$ cat src/rtl/qmix_pkg.sv
package qmix_pkg;

  localparam int PHASE_W = 2;
  localparam int SEQ_LEN = 1 << PHASE_W;

  typedef enum logic [1:0] {
    MUL_ZERO = 2'd0,
    MUL_POS  = 2'd1,
    MUL_NEG  = 2'd2
  } mul_e;

  // in-phase factor per step: +1, 0, -1, 0
  function automatic mul_e i_factor(input logic [PHASE_W-1:0] step);
    case (step)
      2'd0:    return MUL_POS;
      2'd2:    return MUL_NEG;
      default: return MUL_ZERO;
    endcase
  endfunction

  // quadrature factor per step: 0, -1, 0, +1 (sign swapped when inverted)
  function automatic mul_e q_factor(input logic [PHASE_W-1:0] step, input logic inv);
    case (step)
      2'd1:    return inv ? MUL_POS : MUL_NEG;
      2'd3:    return inv ? MUL_NEG : MUL_POS;
      default: return MUL_ZERO;
    endcase
  endfunction

endpackage

$ cat src/rtl/qmix_fmt.sv
module qmix_fmt #(
  parameter int W = 9
) (
  input  logic [W-1:0] din,
  input  logic         twos,
  input  logic         narrow,
  output logic [W-1:0] dout
);
  logic [W-1:0] lsb_fixed;

  always_comb begin
    lsb_fixed    = din;
    lsb_fixed[0] = din[0] | narrow;
  end

  // offset binary -> two's complement: flip the sign bit
  always_comb begin
    dout      = lsb_fixed;
    dout[W-1] = lsb_fixed[W-1] ^ ~twos;
  end
endmodule

$ cat src/rtl/qmix_phase.sv
module qmix_phase
  import qmix_pkg::*;
(
  input  logic               clk,
  input  logic               rst,
  input  logic               adv,
  output logic [PHASE_W-1:0] step
);
  always_ff @(posedge clk) begin
    if (rst)      step <= '0;
    else if (adv) step <= step + 1'b1;
  end

  AST_STEP_ADVANCE: assert property (@(posedge clk) disable iff (rst)
    (!$past(rst) && $past(adv)) |-> (step == PHASE_W'($past(step) + 1'b1)));
  AST_STEP_HOLD: assert property (@(posedge clk) disable iff (rst)
    (!$past(rst) && !$past(adv)) |-> $stable(step));
endmodule

$ cat src/rtl/qmix_lane.sv
module qmix_lane
  import qmix_pkg::*;
#(
  parameter int W    = 9,
  parameter bit IS_Q = 1'b0
) (
  input  logic [PHASE_W-1:0] step,
  input  logic               inv,
  input  logic [W-1:0]       x,
  output logic [W-1:0]       y
);
  localparam logic [W-1:0] MOST_NEG = {1'b1, {(W-1){1'b0}}};
  localparam logic [W-1:0] MOST_POS = {1'b0, {(W-1){1'b1}}};

  mul_e factor;

  generate
    if (IS_Q) begin : g_q
      always_comb factor = q_factor(step, inv);
    end else begin : g_i
      always_comb factor = i_factor(step);
    end
  endgenerate

  always_comb begin
    case (factor)
      MUL_POS: y = x;
      MUL_NEG: y = (x == MOST_NEG) ? MOST_POS : (~x + 1'b1);
      default: y = '0;
    endcase
  end
endmodule

$ cat src/rtl/qmix_top.sv
module qmix_top
  import qmix_pkg::*;
#(
  parameter int W = 9
) (
  input  logic         clk,
  input  logic         rst,
  input  logic         cfg_twos,
  input  logic         cfg_narrow,
  input  logic         cfg_qinv,
  input  logic         s_valid,
  output logic         s_ready,
  input  logic [W-1:0] s_data,
  output logic         m_valid,
  input  logic         m_ready,
  output logic [W-1:0] m_i,
  output logic [W-1:0] m_q,
  output logic [W-1:0] m_raw
);
  logic               take;
  logic [W-1:0]       adapted;
  logic [PHASE_W-1:0] step;
  logic [W-1:0]       i_mix;
  logic [W-1:0]       q_mix;

  assign s_ready = !m_valid || m_ready;
  assign take    = s_valid && s_ready;

  qmix_fmt #(.W(W)) u_fmt (
    .din    (s_data),
    .twos   (cfg_twos),
    .narrow (cfg_narrow),
    .dout   (adapted)
  );

  qmix_phase u_phase (
    .clk  (clk),
    .rst  (rst),
    .adv  (take),
    .step (step)
  );

  qmix_lane #(.W(W), .IS_Q(1'b0)) u_lane_i (
    .step (step),
    .inv  (1'b0),
    .x    (adapted),
    .y    (i_mix)
  );

  qmix_lane #(.W(W), .IS_Q(1'b1)) u_lane_q (
    .step (step),
    .inv  (cfg_qinv),
    .x    (adapted),
    .y    (q_mix)
  );

  always_ff @(posedge clk) begin
    if (rst) begin
      m_valid <= 1'b0;
      m_i     <= '0;
      m_q     <= '0;
      m_raw   <= '0;
    end else if (take) begin
      m_valid <= 1'b1;
      m_i     <= i_mix;
      m_q     <= q_mix;
      m_raw   <= adapted;
    end else if (m_ready) begin
      m_valid <= 1'b0;
    end
  end

  AST_HOLD_UNDER_STALL: assert property (@(posedge clk) disable iff (rst)
    (m_valid && !m_ready) |=> (m_valid && $stable(m_i) && $stable(m_q) && $stable(m_raw)));
  AST_READY_WHEN_EMPTY: assert property (@(posedge clk) disable iff (rst)
    !m_valid |-> s_ready);
  AST_ONE_LANE_ZERO: assert property (@(posedge clk) disable iff (rst)
    m_valid |-> (m_i == '0 || m_q == '0));
  AST_NO_OVERFLOW: assert property (@(posedge clk) disable iff (rst)
    (m_valid && m_raw[0]) |-> (m_i == '0 || m_i == m_raw || m_i == W'(~m_raw + 1'b1)));
  AST_ONE_STAGE: assert property (@(posedge clk) disable iff (rst)
    (!$past(rst) && $past(take)) |-> m_valid);
endmodule

$ cat config.mk
export PLATFORM = sky130hd
export DESIGN_NAME = qmix_top
export DESIGN_NICKNAME = d
export VERILOG_FILES = /design/src/rtl/qmix_pkg.sv /design/src/rtl/qmix_fmt.sv /design/src/rtl/qmix_phase.sv /design/src/rtl/qmix_lane.sv /design/src/rtl/qmix_top.sv
export SDC_FILE = /design/constraint.sdc
export NUM_CORES = 1
export LEC_CHECK = 0
export ABC_AREA = 1
export BUFFER_PORTS_ARGS = -buffer_cell sky130_fd_sc_hd__buf_2
export CAP_MARGIN = 20
export CORE_ASPECT_RATIO = 0.7
export CORE_MARGIN = 2
export CORE_UTILIZATION = 25
export CTS_CLUSTER_DIAMETER = 100
export CTS_CLUSTER_SIZE = 16
export DETAILED_ROUTE_END_ITERATION = 16
export PLACE_DENSITY = 0.53
export SYNTH_ARGS = -nofsm -noshare
export SYNTH_HDL_FRONTEND = slang
export SYNTH_SLANG_ARGS = --single-unit
$ cat constraint.sdc
create_clock -name clk -period 1.85 [get_ports clk]
set_input_delay 0.37 -clock clk [delete_from_list [all_inputs] [get_ports clk]]
set_output_delay 0.37 -clock clk [all_outputs]
set_load 0.01 [all_outputs]
== Word level (Yosys, flattened, before mapping) ==
Cells that the tools add are included.

* Equality and inequality tests: 8
* Bitwise gates (word level): 4
* Reduce and logical (&&, ||, !) cells: 5
* Shifts and indexed selects: 0
* Add/subtract/negate cells: 2
* Mux-type cells: 9
* Div/mod/pow operators: 0
* Multiply operators: 0
* Magnitude comparators: 0

{| class="wikitable"
|+ Operators with widths
! operator !! count
|-
| one-hot mux 9 bit (2 select lines) || 2
|-
| adder 9 x 1 -> 9 bit, second input constant || 1
|-
| == test 9 bit, second input constant || 1
|-
| 2-to-1 mux 9 bit || 1
|-
| inverter 9 bit || 1
|-
| == test 2 bit, second input constant || 4
|-
| one-hot mux 2 bit (2 select lines) || 2
|-
| == test 2 x 1 -> 1 bit, second input constant || 3
|-
| 2-to-1 mux 2 bit || 2
|-
| adder 2 x 1 -> 2 bit, second input constant || 1
|-
| logical NOT 2 bit || 1
|-
| 2-to-1 mux 1 bit || 2
|-
| nonzero test 2 bit || 1
|-
| logical AND 1 bit || 1
|-
| logical NOT 1 bit || 1
|-
| logical OR 1 bit || 1
|-
| inverter 1 bit || 1
|-
| OR 1 bit || 1
|-
| bitwise XOR 1 bit || 1
|}

* Memories kept: 0
* Latch bits: 0
* Register bits: 30
* Input bits: 16
* ROM bits: 0
* Word-level logic and storage cells: 33
* Output and inout bits: 29
* RAM bits: 0

== Logic depth before layout (Yosys ltp) ==
* Depth after elaboration: 6
* Depth in mapped cells: 11
* Depth with buffers taken out: 11

== Modules after synthesis ==
Synthesis repeated with hierarchy kept, for this count alone.

* Cell total of the unflattened synthesis: 360
* Area total of the unflattened synthesis: 2242.2 µm²

{| class="wikitable"
|+ By module, submodules not included
! module !! sequential area each (µm²) !! times used !! cells each !! area each (µm²)
|-
| qmix_top || 560.5 || 1 || 184 || 1270.0
|-
| qmix_lane (u_lane_q) || 0.0 || 1 || 89 || 470.5
|-
| qmix_lane (u_lane_i) || 0.0 || 1 || 63 || 347.8
|-
| qmix_fmt || 0.0 || 1 || 13 || 77.6
|-
| qmix_phase || 40.0 || 1 || 11 || 76.3
|}

== Worst setup path after synthesis ==
OpenSTA, ideal clock, no wires.

* Kind: register to register
* Start point: register u_phase.step[1]
* End point: register m_q[0]
* Path slack: 275 ps
* Period minus slack after synthesis: 1575 ps
* Arrival: 1504 ps
* Setup time: 71 ps
* Buffers on the path: 0
* Required time: 1779 ps
* Cell stages (with the launch flop): 8
* Path through: dfxtp_1 > inv_1 > ha_1 > o21ai_0 > ha_1 > nor2_2 > nand3_1 > a21oi_1

* Longest elaborated chain between the ends: 4
* Elaborated cells on any way between the ends: 6
* Classes of those cells: eq/ne (4); mux (2)

{| class="wikitable"
|+ RTL lines
! element !! RTL line !! RTL
|-
| from (decl) || qmix_phase.sv:7 || <nowiki>output logic [PHASE_W-1:0] step</nowiki>
|-
| from (signal assigned) || qmix_phase.sv:11 || <nowiki>else if (adv) step <= step + 1'b1;</nowiki>
|-
| == test 2 bit or == test 2 x 1 -> 1 bit (tied branches) || qmix_pkg.sv:23 || <nowiki>case (step)</nowiki>
|-
| one-hot mux 2 bit (2 select lines) * || qmix_pkg.sv:23 ||
|-
| == test 2 bit or == test 2 x 1 -> 1 bit (tied branches) || qmix_lane.sv:26 || <nowiki>case (factor)</nowiki>
|-
| one-hot mux 9 bit (2 select lines) * || qmix_lane.sv:26 ||
|-
| to (signal assigned) || qmix_top.sv:66 || <nowiki>m_q <= q_mix;</nowiki>
|-
| to (decl) || qmix_top.sv:17 || <nowiki>output logic [W-1:0] m_q,</nowiki>
|}

Every way passes the cells marked *; elsewhere a longest branch is shown, timed or not.
A chain may end at the register's enable or synchronous reset.

== Worst setup path in the final report ==
Same ends and word-level chain as after synthesis.

==> metrics.md <==
| Metric | Value |
|---|---|
| Status | `finished clean` |
| Io pins | `45` |
| DRT iter0 DRCs | `~60` |
| Hold slack final | `between 300 and 400 ps` |
| Total grt overflow | `0` |
| Die Area | `around 7000 um2` |
| Hold Buf Count CTS | `0` |
| Setup Buffers After CTS | `0` |
| First-pass GRT wire length | `between 7000 and 8000 um` |
| Crit Path Category | `flop to flop` |
| Yosys top cell area share | `38.52%` |
| Worst flop-to-flop path startpoint | `u_phase.step[1]` |
| H-tree depth | `2` |
| Fmax | `slightly below 600 MHz` |
| Register-to-Register Path Depth | `7` |
| Clock sink total | `30` |
| Largest cells by area after synthesis | `dfxtp_1, nand2_1, a21oi_1` |
| Startpoint Class | `flop` |
| Synth Net Count | `between 200 and 250` |
| GR Util All Layers | `roughly an eighth` |
| Setup slack, reg-to-reg | `140 ps` |
| Sw frac | `29.05%` |
| TritonCTS Buffers | `5` |
| R2R Path End | `m_q[0]` |
| Worst VDD drop | `between 0.0002 and 0.00025 V` |
| Die Wd | `just under 100 um` |
| Die H | `approximately 70 um` |
| Remaining DRCs | `0` |
| Crit. Startpoint | `u_phase.step[1]` |
| End point of the critical path | `m_q[0]` |
| P_sw | `a little under 500 uW` |
| Initial core utilization | `about a quarter` |
| Min-Delay Path Class | `input pin to flop` |
| Crit path DAT | `approximately 1900 ps` |
| Seq pwr share | `a little over two fifths` |
| DRT Pass-1 Iters | `4` |
| Vias/cell | `about 4.6` |
| Post-synth top area cell | `dfxtp_1` |
| Register area share after synthesis | `between 30 and 40%` |
| Final WS setup | `139.4 ps` |
| Compound-Gate Fraction of Synth Area | `21.67%` |
| Unique cell type count in the Yosys netlist | `25` |
| Fillers | `between 700 and 800` |
| Crit Path Max Fanout | `9` |
| Critical Path RT | `between 2000 and 2500 ps` |
| Final wirelength | `between 4000 and 5000 um` |
| Area added between synthesis and finish | `28.17%` |
| Placement Rows | `24` |
| Max Slew Vio Count | `0` |
| Number of global-route vias before repair | `~1.5k` |
| Power Internal | `between 1000 and 1500 uW` |
| Place WS | `roughly 40 ps` |
| Core area | `6126 um2` |
| Routability cong. | `between 0.8 and 0.9` |
| Synth Warn # | `0` |
| Crit end category | `flop` |
| Clock Power Share | `~40%` |
| Tcrit/Tclk final | `between 90% and 100%` |
| Vias | `approximately 1.6k` |
| Root Buffer | `clkbuf_8` |
| Final min period | `1711 ps` |
| Largest family of logic cells by synthesized area | `simple AND/OR/NAND/NOR gates` |
| Max Root-Sink Buffers | `2` |
| Logic pwr share | `approximately a fifth` |
| Post-synthesis mux area share | `0%` |
| Synth Area in Adders | `under 10%` |
| Initial antenna violation count | `0` |
| Routed WL per cell | `between 10 and 15 um` |
| Nets | `roughly 300` |
| Clock tree from TritonCTS | `yes` |
| Average size of a mapped cell | `about 7.0 um2` |
| HPWL after DPL | `about 3400 um` |
| I/O Buffers | `44` |
| # Max-Cap Violations | `0` |
| Clock Latency Late Sink | `roughly 280 ps` |
| Slew @ Worst Pin | `~480 ps` |
| PwrDens | `between 800 and 900 nW/um2` |
| Clock input transition at the sequential cells of the worst setup and hold paths | `about 70 ps` |
| Leakage power | `around 0.00094 uW` |
| DRT antenna net count | `0` |
| Slew HR | `about two thirds` |
| Ratio of cells with drive above 1 in the final layout | `a little over a quarter` |
| Yosys reg bits | `30` |
| XOR/XNOR Fraction of Synth Area | `between 1 and 1.5%` |
| Post-Syn Area | `around 1600 um2` |
| Cells after Synth | `~220` |
| HP Start | `m_ready` |
| Fin. Hold Viols | `0` |
| Simple-gate share of the synthesized area | `about a quarter` |
| Largest net degree at the start of global routing | `26` |
| Final Setup Violations | `0` |
| Skew final | `7.268 ps` |
| N_diodes | `0` |
## synth_stat cells, drive strengths merged
library cell,count
nand2,69
a21oi,36
nand3,8
nand4,1
buf,5
dfxtp,30
clkbuf,4
o21ai,28
a31oi,1
ha,7
o21bai,1
xor2,2
nor2,9
inv,21
## how the worst min path moves through the flow
stage | end | slack [ps] | cells past startpoint
after detailed placement | m_raw[8] | 460 | 2
after CTS | m_valid | 370 | 4
after floorplan | m_q[3] | 440 | 1
after global routing | m_valid | 400 | 4
final | m_valid | 380 | 4
after global placement | m_q[3] | 450 | 2
## cell type report
type                    instances  area (um2)  area share (%)
multi-input cells             162       847.1           42.39
flip-flops and latches         30       600.6           30.06
repair buffers                 50       265.3           13.27
well taps                      78       97.59           4.884
inverters                      21       78.83           3.945
clock buffers                   5       68.82           3.444
clock inverters                 3       40.04           2.004
## per-layer routing
layer | track usage [%] | routed length [um]
met2 | 19.20 | 1804
met1 | 19.24 | 2352
met3 | 4.004 | 212
met5 | 0 | 0
met4 | 3.805 | 42
## critical path: stages, from the launching register on
cell and delay [ps]:
dfxtp_1 360, inv_1 90, ha_1 190, o21ai_0 220
ha_1 300, nor2_4 230, nand3_1 120, a21oi_1 120
## cells by family after synthesis
logic type,Yosys count
buffers and inverters,30
and+or+nand+nor,87
adders and majority gates,7
xor gates and xnor gates,2
DFF,30
AOI/OAI and AO/OA,66
## repair_timing
item | 4_1_cts | 5_1_grt
setup endpoints to repair | 0 | 9
hold endpoints to repair | 0 | 0
gates resized for setup | 0 | 2
## metrics by stage
stage / utilization [%] / instance area, um2 / cells / setup TNS (ps) / power, uW
finish: 32.62 / 1998 / 349 / 0 / 1693
global route: 32.62 / 1998 / 349 / -0.01976 / 1789
CTS: 32.50 / 1991 / 349 / 0 / 1710
detailed placement: 30.72 / 1882 / 341 / 0 / 1040
global placement: 30.72 / 1882 / 341 / 0 / 1038
floorplan: - / 1559 / 222 / 0 / 914.0
## power groups by stage
| stage | clock (uW) | combinational, uW | sequential (uW) |
|---|---|---|---|
| detailed placement | 0 | 314 | 726 |
| floorplan | 0 | 172 | 742 |
| CTS | 683 | 316 | 711 |
| global route | 716 | 358 | 715 |
| finish | 664 | 318 | 711 |
| global placement | 0 | 313 | 725 |
## state kept, by name, summed over array words and instances, names as in the netlist
| name | cells |
|---|---|
| m_raw | 9 |
| m_valid | 1 |
| m_i | 9 |
| u_phase.step | 2 |
| m_q | 9 |
## layout by cell type, fill, tap and decap left out, types with 2 or more instances in the layout
cell type and n:
a21oi_1 35, buf_2 44, buf_4 6, clkbuf_8 5, clkinv_2 2, dfxtp_1 30, ha_1 6, inv_1 18
inv_2 3, nand2_1 65, nand2_2 4, nand3_1 5, nand3_2 2, nor2_1 5, nor2_4 4, o21ai_0 27
xor2_1 2
Note: power is estimated with default switching activity, not from simulation.
